--- src/rtl/ctl_ep_pkg.sv ---
package ctl_ep_pkg;
   // Events reported by the serial interface engine, one cycle each.
   typedef struct packed {
      logic sent;
      logic rcvd;
      logic setup;
   } sie_ev_t;

   // Flags of the receive side, as seen by the transmit side.
   typedef struct packed {
      logic full;
      logic ovwr;
      logic pend;
   } out_flags_t;
endpackage

--- src/rtl/ctl_ep_out_track.sv ---
module ctl_ep_out_track
   import ctl_ep_pkg::*;
(
   input  logic       clk,
   input  logic       rst,
   input  logic       clr_i,
   input  sie_ev_t    ev_i,
   output out_flags_t flags_o
);
   logic full_q, ovwr_q, pend_q;

   always_ff @(posedge clk) begin
      if (rst) begin
         full_q <= 1'b0;
         ovwr_q <= 1'b0;
         pend_q <= 1'b0;
      end else begin
         // Clear applies first; an arriving packet is recorded after it.
         if (ev_i.setup || ev_i.rcvd) full_q <= 1'b1;
         else if (clr_i)             full_q <= 1'b0;

         if (ev_i.setup)  pend_q <= 1'b1;
         else if (clr_i)  pend_q <= 1'b0;

         if (ev_i.setup && full_q && !clr_i) ovwr_q <= 1'b1;
         else if (clr_i)                     ovwr_q <= 1'b0;
      end
   end

   assign flags_o = '{full: full_q, ovwr: ovwr_q, pend: pend_q};

   p_setup_sets_r7: assert property (@(posedge clk) disable iff (rst)
      ev_i.setup |=> (full_q && pend_q));
   p_overwrite_r8: assert property (@(posedge clk) disable iff (rst)
      (ev_i.setup && full_q && !clr_i) |=> ovwr_q);
   p_clear_r9: assert property (@(posedge clk) disable iff (rst)
      (clr_i && !ev_i.setup && !ev_i.rcvd) |=> (!full_q && !pend_q && !ovwr_q));
   p_clear_setup_r9: assert property (@(posedge clk) disable iff (rst)
      (clr_i && ev_i.setup) |=> (full_q && pend_q && !ovwr_q));
endmodule

--- src/rtl/ctl_ep_in_track.sv ---
module ctl_ep_in_track
   import ctl_ep_pkg::*;
(
   input  logic       clk,
   input  logic       rst,
   input  logic       val_i,
   input  sie_ev_t    ev_i,
   input  out_flags_t out_i,
   output logic       full_o,
   output logic       rej_o
);
   logic blocked, accept;
   logic full_q, rej_q;

   // Refusal uses registered OUT flags plus a SETUP arriving now.
   assign blocked = out_i.ovwr | out_i.pend | ev_i.setup;
   assign accept  = val_i & ~blocked;

   always_ff @(posedge clk) begin
      if (rst) begin
         full_q <= 1'b0;
         rej_q  <= 1'b0;
      end else begin
         rej_q <= val_i & blocked;
         if (ev_i.setup)    full_q <= 1'b0;
         else if (accept)   full_q <= 1'b1;
         else if (ev_i.sent) full_q <= 1'b0;
      end
   end

   assign full_o = full_q;
   assign rej_o  = rej_q;

   p_validate_r2: assert property (@(posedge clk) disable iff (rst)
      (val_i && !out_i.ovwr && !out_i.pend && !ev_i.setup) |=> full_q);
   p_sent_clears_r3: assert property (@(posedge clk) disable iff (rst)
      (ev_i.sent && !val_i && !ev_i.setup) |=> !full_q);
   p_ovwr_blocks_r4: assert property (@(posedge clk) disable iff (rst)
      (val_i && out_i.ovwr && !ev_i.setup && !ev_i.sent) |=> $stable(full_q));
   p_pend_blocks_r5: assert property (@(posedge clk) disable iff (rst)
      (val_i && out_i.pend && !ev_i.setup && !ev_i.sent) |=> $stable(full_q));
   p_setup_cancels_r6: assert property (@(posedge clk) disable iff (rst)
      ev_i.setup |=> !full_q);
   p_rej_cause_r10: assert property (@(posedge clk) disable iff (rst)
      rej_q |-> $past(val_i));
endmodule

--- src/rtl/ctl_ep_bufstat.sv ---
module ctl_ep_bufstat
   import ctl_ep_pkg::*;
(
   input  logic clk,
   input  logic rst,
   input  logic val_cmd,
   input  logic clr_cmd,
   input  logic ev_sent,
   input  logic ev_rcvd,
   input  logic ev_setup,
   output logic in_full,
   output logic out_full,
   output logic out_ovwr,
   output logic setup_pend,
   output logic val_rej
);
   sie_ev_t    ev;
   out_flags_t oflags;

   assign ev = '{sent: ev_sent, rcvd: ev_rcvd, setup: ev_setup};

   ctl_ep_out_track u_out (
      .clk     (clk),
      .rst     (rst),
      .clr_i   (clr_cmd),
      .ev_i    (ev),
      .flags_o (oflags)
   );

   ctl_ep_in_track u_in (
      .clk    (clk),
      .rst    (rst),
      .val_i  (val_cmd),
      .ev_i   (ev),
      .out_i  (oflags),
      .full_o (in_full),
      .rej_o  (val_rej)
   );

   assign out_full   = oflags.full;
   assign out_ovwr   = oflags.ovwr;
   assign setup_pend = oflags.pend;

   p_reset_r1: assert property (@(posedge clk)
      rst |=> (!in_full && !out_full && !out_ovwr && !setup_pend && !val_rej));
endmodule

--- config.mk ---
export PLATFORM = sky130hd
export DESIGN_NAME = ctl_ep_bufstat
export DESIGN_NICKNAME = d
export VERILOG_FILES = /design/src/rtl/ctl_ep_pkg.sv /design/src/rtl/ctl_ep_out_track.sv /design/src/rtl/ctl_ep_in_track.sv /design/src/rtl/ctl_ep_bufstat.sv
export SDC_FILE = /design/constraint.sdc
export NUM_CORES = 1
export LEC_CHECK = 0
export ABC_CLOCK_PERIOD_IN_PS = 1600
export CORE_AREA = 4 4 41 43
export DETAILED_ROUTE_END_ITERATION = 7
export DIE_AREA = 0 0 45 47
export SETUP_SLACK_MARGIN = 0.4
export SLEW_MARGIN = 20
export SYNTH_ARGS = -nofsm -noshare
export SYNTH_HDL_FRONTEND = slang
export SYNTH_SLANG_ARGS = --single-unit
export TNS_END_PERCENT = 100
--- constraint.sdc ---
create_clock -name clk -period 1.6 [get_ports clk]
set_input_delay 0.24 -clock clk [delete_from_list [all_inputs] [get_ports clk]]
set_output_delay 0.24 -clock clk [all_outputs]
set_load 0.01 [all_outputs]
==> run metrics, run 1 <==
outcome=finished clean; Post-Synthesis Cells=18; Max Clock Skew=0.000937 ns; worst hold path class=reg2reg; largest net degree at the start of global routing=6; worst path bufs/invs=1; LEAKAGE=0.141 nW; max_cap viols=0; clk buf depth=2; Non-Filler Instances=between 40 and 50; I/O pin cnt=12; PortBufs=11; minimum clock period=between 1 and 1.5 ns; initial antenna violation count=0; H-tree depth=1; Seq/Total Area, Yosys=between 50% and 60%; Die Y=~47 um; net load switching power=0.0000709 W; DP Wirelength=between 300 and 400 um; Yosys reg bits=5; Worst-path clk slew=roughly 0.04 ns; area grow syn2layout=82.6%; Ys Warns=0; cell accounting for the most synthesized area=dfxtp_1; Vias/cell=3.92; syn_nets=25; flop2flop setup slack=0.61 ns; CP peak stage delay=0.36 ns; Avg WL per Cell=roughly 9.1 um; final wirelength=approximately 440 um; hold path depth=2; Int Pwr=approximately 0.00025 W; slew margin rel.=85.6%; # nets final=41; clock sink count=5; TritonRoute pass-1 iters=1; vias in the first global route=around 160; Worst setup SP type=register; Slew @ Worst Pin=~0.22 ns; GRT Util Overall=5.30%; CP required=between 1 and 1.5 ns; number of antenna-violating nets in the routed design=0; Vias=188; setup TNS=0 ns; fraction of layout cells with a size suffix above 1=approximately an eighth; hold endpoint=u_in.full_o; R2R depth=2; Synth area leaders=dfxtp_1 56%, nand2b_1 10%, a21oi_1 8.3%; clock share of power=45.0%; final hold vios=0; core box area=approximately 1300 sq um; Synth top area share=a little under three fifths; gpl congestion=between 0.5 and 0.6; reg2reg end=u_in.full_o; Worst EP arrival=approximately 0.87 ns; post-layout util=around a quarter; Die ar.=about 2100 sq um; antenna diode count=0; WS Path Type=reg2out; Slew Limit Fails=0; Remaining DRCs=0; Worst Slack Setup Final=between 0.4 and 0.5 ns; period utilization=a little over two thirds; number of clock buffers inserted by TritonCTS=3; clock root buffer=clkbuf_4; switching share of power=between 20% and 30%; commonest non-fill, non-tap cell in the layout=clkdlybuf4s50_1; die width=around 45 um; synth unique cells=9; Cell Area, Synth=between 150 and 200 sq um; hold path startpoint=u_in.full_o; # setup viols final=0; Worst setup EP type=output port; FF-to-FF Start=u_out.ovwr_q; Gate power share=between 10% and 20%; remaining global-route overflow=0; CP Max Fanout=4; Placed Cells=between 40 and 50; slowest CP cell=dfxtp_1; # rows=13; CP top delay family=flip-flops; initial DRC count=0; final instance area=between 300 and 400 sq um; most frequent cells in the layout=6 x clkdlybuf4s50_1, 5 x dlygate4sd2_1, 5 x dfxtp_1; Syn Area/Cell=10.0 sq um; sequential share of power=between 40% and 50%; Cell Chain, Critical Path=dlygate4sd2_1; fmax=about 0.90 GHz; RSZ-0062 raised after global routing=false; global-route wire length before repair=between 600 and 700 um; Placement Cell Area=~310 sq um; starting density of the core=between 10 and 15%; worst slack, placed=about 0.24 ns; Filler Cells Inserted=approximately 160; Skew-Pair Late Insertion Delay=0.24 ns; CTS tree=built; PwrDens=around 1000 nW/um^2; Max VDD drop=0.238 mV
how the worst max path moves through the flow:
stage,from,end,cells past startpoint
global route,u_out.ovwr_q,out_ovwr,1
finish,u_out.ovwr_q,out_ovwr,1
CTS,u_out.pend_q,setup_pend,1
detailed placement,val_cmd,u_in.full_o,3
global placement,val_cmd,u_in.full_o,3
floorplan,u_out.ovwr_q,u_in.full_o,2
what timing repair did:
item                       4_1_cts  5_1_grt
hold buffers                     0        0
gates resized for setup          5        0
buffers inserted                 0        0
setup endpoints to repair        5        0
per-stage QoR:
step | total power [W] | hold WS, ns
after CTS | 0.000335 | 0.494
after global routing | 0.000352 | 0.508
after global placement | 0.000185 | 0.478
final | 0.000323 | 0.487
after floorplan | 0.000152 | 0.305
after detailed placement | 0.000186 | 0.489
sequential cells by signal (all words and copies together), names as in the netlist:
register,flops
u_in.rej_o,1
u_out.ovwr_q,1
u_out.pend_q,1
u_out.full_q,1
u_in.full_o,1
routing by layer:
metal | share of wire, % | track usage (%)
met1 | 40 | 5.02
met5 | 0 | 0
met2 | 47 | 5.93
met3 | 14 | 4.60
met4 | 0 | 7.02
power by group through the flow:
| stage | sequential, W | combinational (W) | clock [W] |
|---|---|---|---|
| after global routing | 0.000137 | 0.0000461 | 0.000170 |
| after CTS | 0.000136 | 0.0000430 | 0.000157 |
| after global placement | 0.000138 | 0.0000467 | 0 |
| final | 0.000136 | 0.0000420 | 0.000145 |
| after detailed placement | 0.000138 | 0.0000471 | 0 |
| after floorplan | 0.000141 | 0.0000110 | 0 |
area by class of cell:
cell class	instances	area [sq um]	area share (%)
repair buffers	11	104	31.6
flip-flops and latches	5	100	30.4
multi-input cells	12	76.3	23.2
clock buffers	4	26.3	7.98
well taps	15	18.8	5.70
inverters	1	3.75	1.14
synth_stat cells (all sizes together):
library cell and instances:
inv 1, or3b 1, nor3 2, a21oi 3
nor3b 1, a211oi 1, nor2 1, dfxtp 5
nand2b 3
logic make-up after synthesis:
family | Yosys count | synth area share (%)
simple gates | 8 | 27.1
compound gates | 4 | 15.3
buf+inv | 1 | 2.08
flops | 5 | 55.6
Note: power is estimated with default switching activity, not from simulation.
==> inputs of run 2 (changes only) <==
--- a/config.mk
+++ b/config.mk
@@ -5,7 +5,7 @@
 export SDC_FILE = /design/constraint.sdc
 export NUM_CORES = 1
 export LEC_CHECK = 0
-export ABC_CLOCK_PERIOD_IN_PS = 1600
+export ABC_CLOCK_PERIOD_IN_PS = 1100
 export CORE_AREA = 4 4 41 43
 export DETAILED_ROUTE_END_ITERATION = 7
 export DIE_AREA = 0 0 45 47
==> constraint.sdc (replaced) <==
create_clock -name clk -period 1.1 [get_ports clk]
set_input_delay 0.165 -clock clk [delete_from_list [all_inputs] [get_ports clk]]
set_output_delay 0.165 -clock clk [all_outputs]
set_load 0.01 [all_outputs]
==> run metrics, run 2 (synthesis gave the netlist of run 1 again) <==
gpl congestion=0.700 (+17%); TritonRoute pass-1 iters=2 (+1); Max VDD drop=0.590 mV (+150%); die width=45 um (unchanged); Worst setup EP type=register; Die Y=47 um (unchanged); remaining global-route overflow=0 (unchanged); commonest non-fill, non-tap cell in the layout=buf_6; PortBufs=11 (unchanged); initial antenna violation count=0 (unchanged); LEAKAGE=0.158 nW (+12%); CP Max Fanout=3 (-1); largest net degree at the start of global routing=6 (unchanged); CTS tree=built; Worst setup SP type=register; final wirelength=494 um (+14%); post-layout util=27.5% (+2.2 points); slowest CP cell=or3b_1; Vias=195 (+3.7%); slew margin rel.=84.8% (-0.82 points); area grow syn2layout=98.6%; Skew-Pair Late Insertion Delay=0.24 ns (about the same); hold path depth=2 (unchanged); Placement Cell Area=325 sq um (+5.3%); antenna diode count=0 (unchanged); Worst Slack Setup Final=0.156 ns (-0.331 ns); worst slack, placed=-0.148 ns (-0.392 ns); CP required=1.27 ns (-0.09 ns); Vias/cell=3.82 (-2.4%); CP peak stage delay=0.38 ns (+0.02 ns); Placed Cells=46 (+4.5%); Die ar.=2120 sq um (unchanged); clock sink count=5 (unchanged); Remaining DRCs=0 (unchanged); Max Clock Skew=0.00117 ns (+0.000231 ns); clock root buffer=clkbuf_4; WS Path Type=reg2reg; Hold Buf Count CTS=0 (unchanged); final instance area=358 sq um (+8.7%); reg2reg end=u_in.full_o; hold endpoint=u_out.ovwr_q; Worst EP arrival=1.11 ns (+0.24 ns); global-route wire length before repair=869 um (+33%); core box area=1300 sq um (unchanged); number of antenna-violating nets in the routed design=0 (unchanged); fmax=about 1.1 GHz; H-tree depth=1 (unchanged); Non-Filler Instances=51 (+6.3%); Cell Chain, Critical Path=or3b_1 -> a211oi_2; max_cap viols=0 (unchanged); hold slack=0.250 ns (-0.237 ns); fraction of layout cells with a size suffix above 1=44.4% (+32 points); Slew @ Worst Pin=0.229 ns (+0.0130 ns); # setup viols final=0 (unchanged); minimum clock period=approximately 0.94 ns; FF-to-FF Start=u_out.ovwr_q; Worst-path clk slew=0.05 ns (about the same); I/O pin cnt=12 (unchanged); flop2flop setup slack=0.16 ns (-0.45 ns); GRT Util Overall=6.47% (+1.2 points); R2R depth=2 (unchanged); DP Wirelength=344 um (+0.17%); number of clock buffers inserted by TritonCTS=3 (unchanged); # nets final=44 (+7.3%); hold path startpoint=clr_cmd; PwrDens=1380 nW/um^2 (+40%); final hold vios=0 (unchanged); initial DRC count=1 (+1); Slew Limit Fails=0 (unchanged); # rows=13 (unchanged); period utilization=a little under nine tenths; vias in the first global route=216 (+33%); clk buf depth=2 (unchanged); RSZ-0062 raised after global routing=true; worst hold path class=in2reg; starting density of the core=13.8% (unchanged); outcome=finished clean; Avg WL per Cell=9.69 um (+6.9%)
==> run 2: cell type report <==
class	instances	area, sq um
Clock buffer	4	26.3
Sequential cell	5	104
Tap cell	15	18.8
Inverter	1	3.75
Timing Repair Buffer	14	124
Fill cell	153	943
Multi-Input combinational cell	12	81.3
==> run 2: worst max path at each step <==
stage               depth (start not counted)          from          end
finish                                      2  u_out.ovwr_q  u_in.full_o
global placement                            3       val_cmd  u_in.full_o
detailed placement                          3       val_cmd  u_in.full_o
global route                                2  u_out.pend_q  u_in.full_o
floorplan                                   2  u_out.pend_q  u_in.full_o
CTS                                         2  u_out.ovwr_q  u_in.full_o
==> run 2: critical path: cells and delay by family, from the launching register on <==
| family | cells | cell delay (ns) |
|---|---|---|
| flip-flops | 1 | 0.32 |
| AO/OA/AOI/OAI | 1 | 0.17 |
| AND/OR/NAND/NOR | 1 | 0.38 |
==> run 2: report_power, final <==
part	switching (W)	internal (W)	total (W)	leakage, nW
registers	0.00000716	0.000193	0.000200	0.0421
logic	0.0000269	0.0000475	0.0000744	0.101
clock network	0.0000804	0.000137	0.000218	0.0150
total	0.000114	0.000378	0.000492	0.158
==> run 2: repair_timing <==
| action | 4_1_cts | 5_1_grt |
|---|---|---|
| buffers inserted | 1 | 0 |
| pin swaps | 5 | 2 |
| setup endpoints to repair | 10 | 10 |
| resized for setup | 28 | 2 |
==> run 2: stage by stage <==
stage | power (W) | TNS, ns
floorplan | 0.000222 | 0
global placement | 0.000275 | -0.143
detailed placement | 0.000275 | -0.148
CTS | 0.000505 | 0
global route | 0.000541 | 0
finish | 0.000492 | 0
==> run 2: metal layers <==
metal | GRT usage (%) | part of all wire [%]
met3 | 6.90 | 15
met5 | 0 | 0
met4 | 3.51 | 0
met2 | 8.76 | 44
met1 | 6.12 | 40
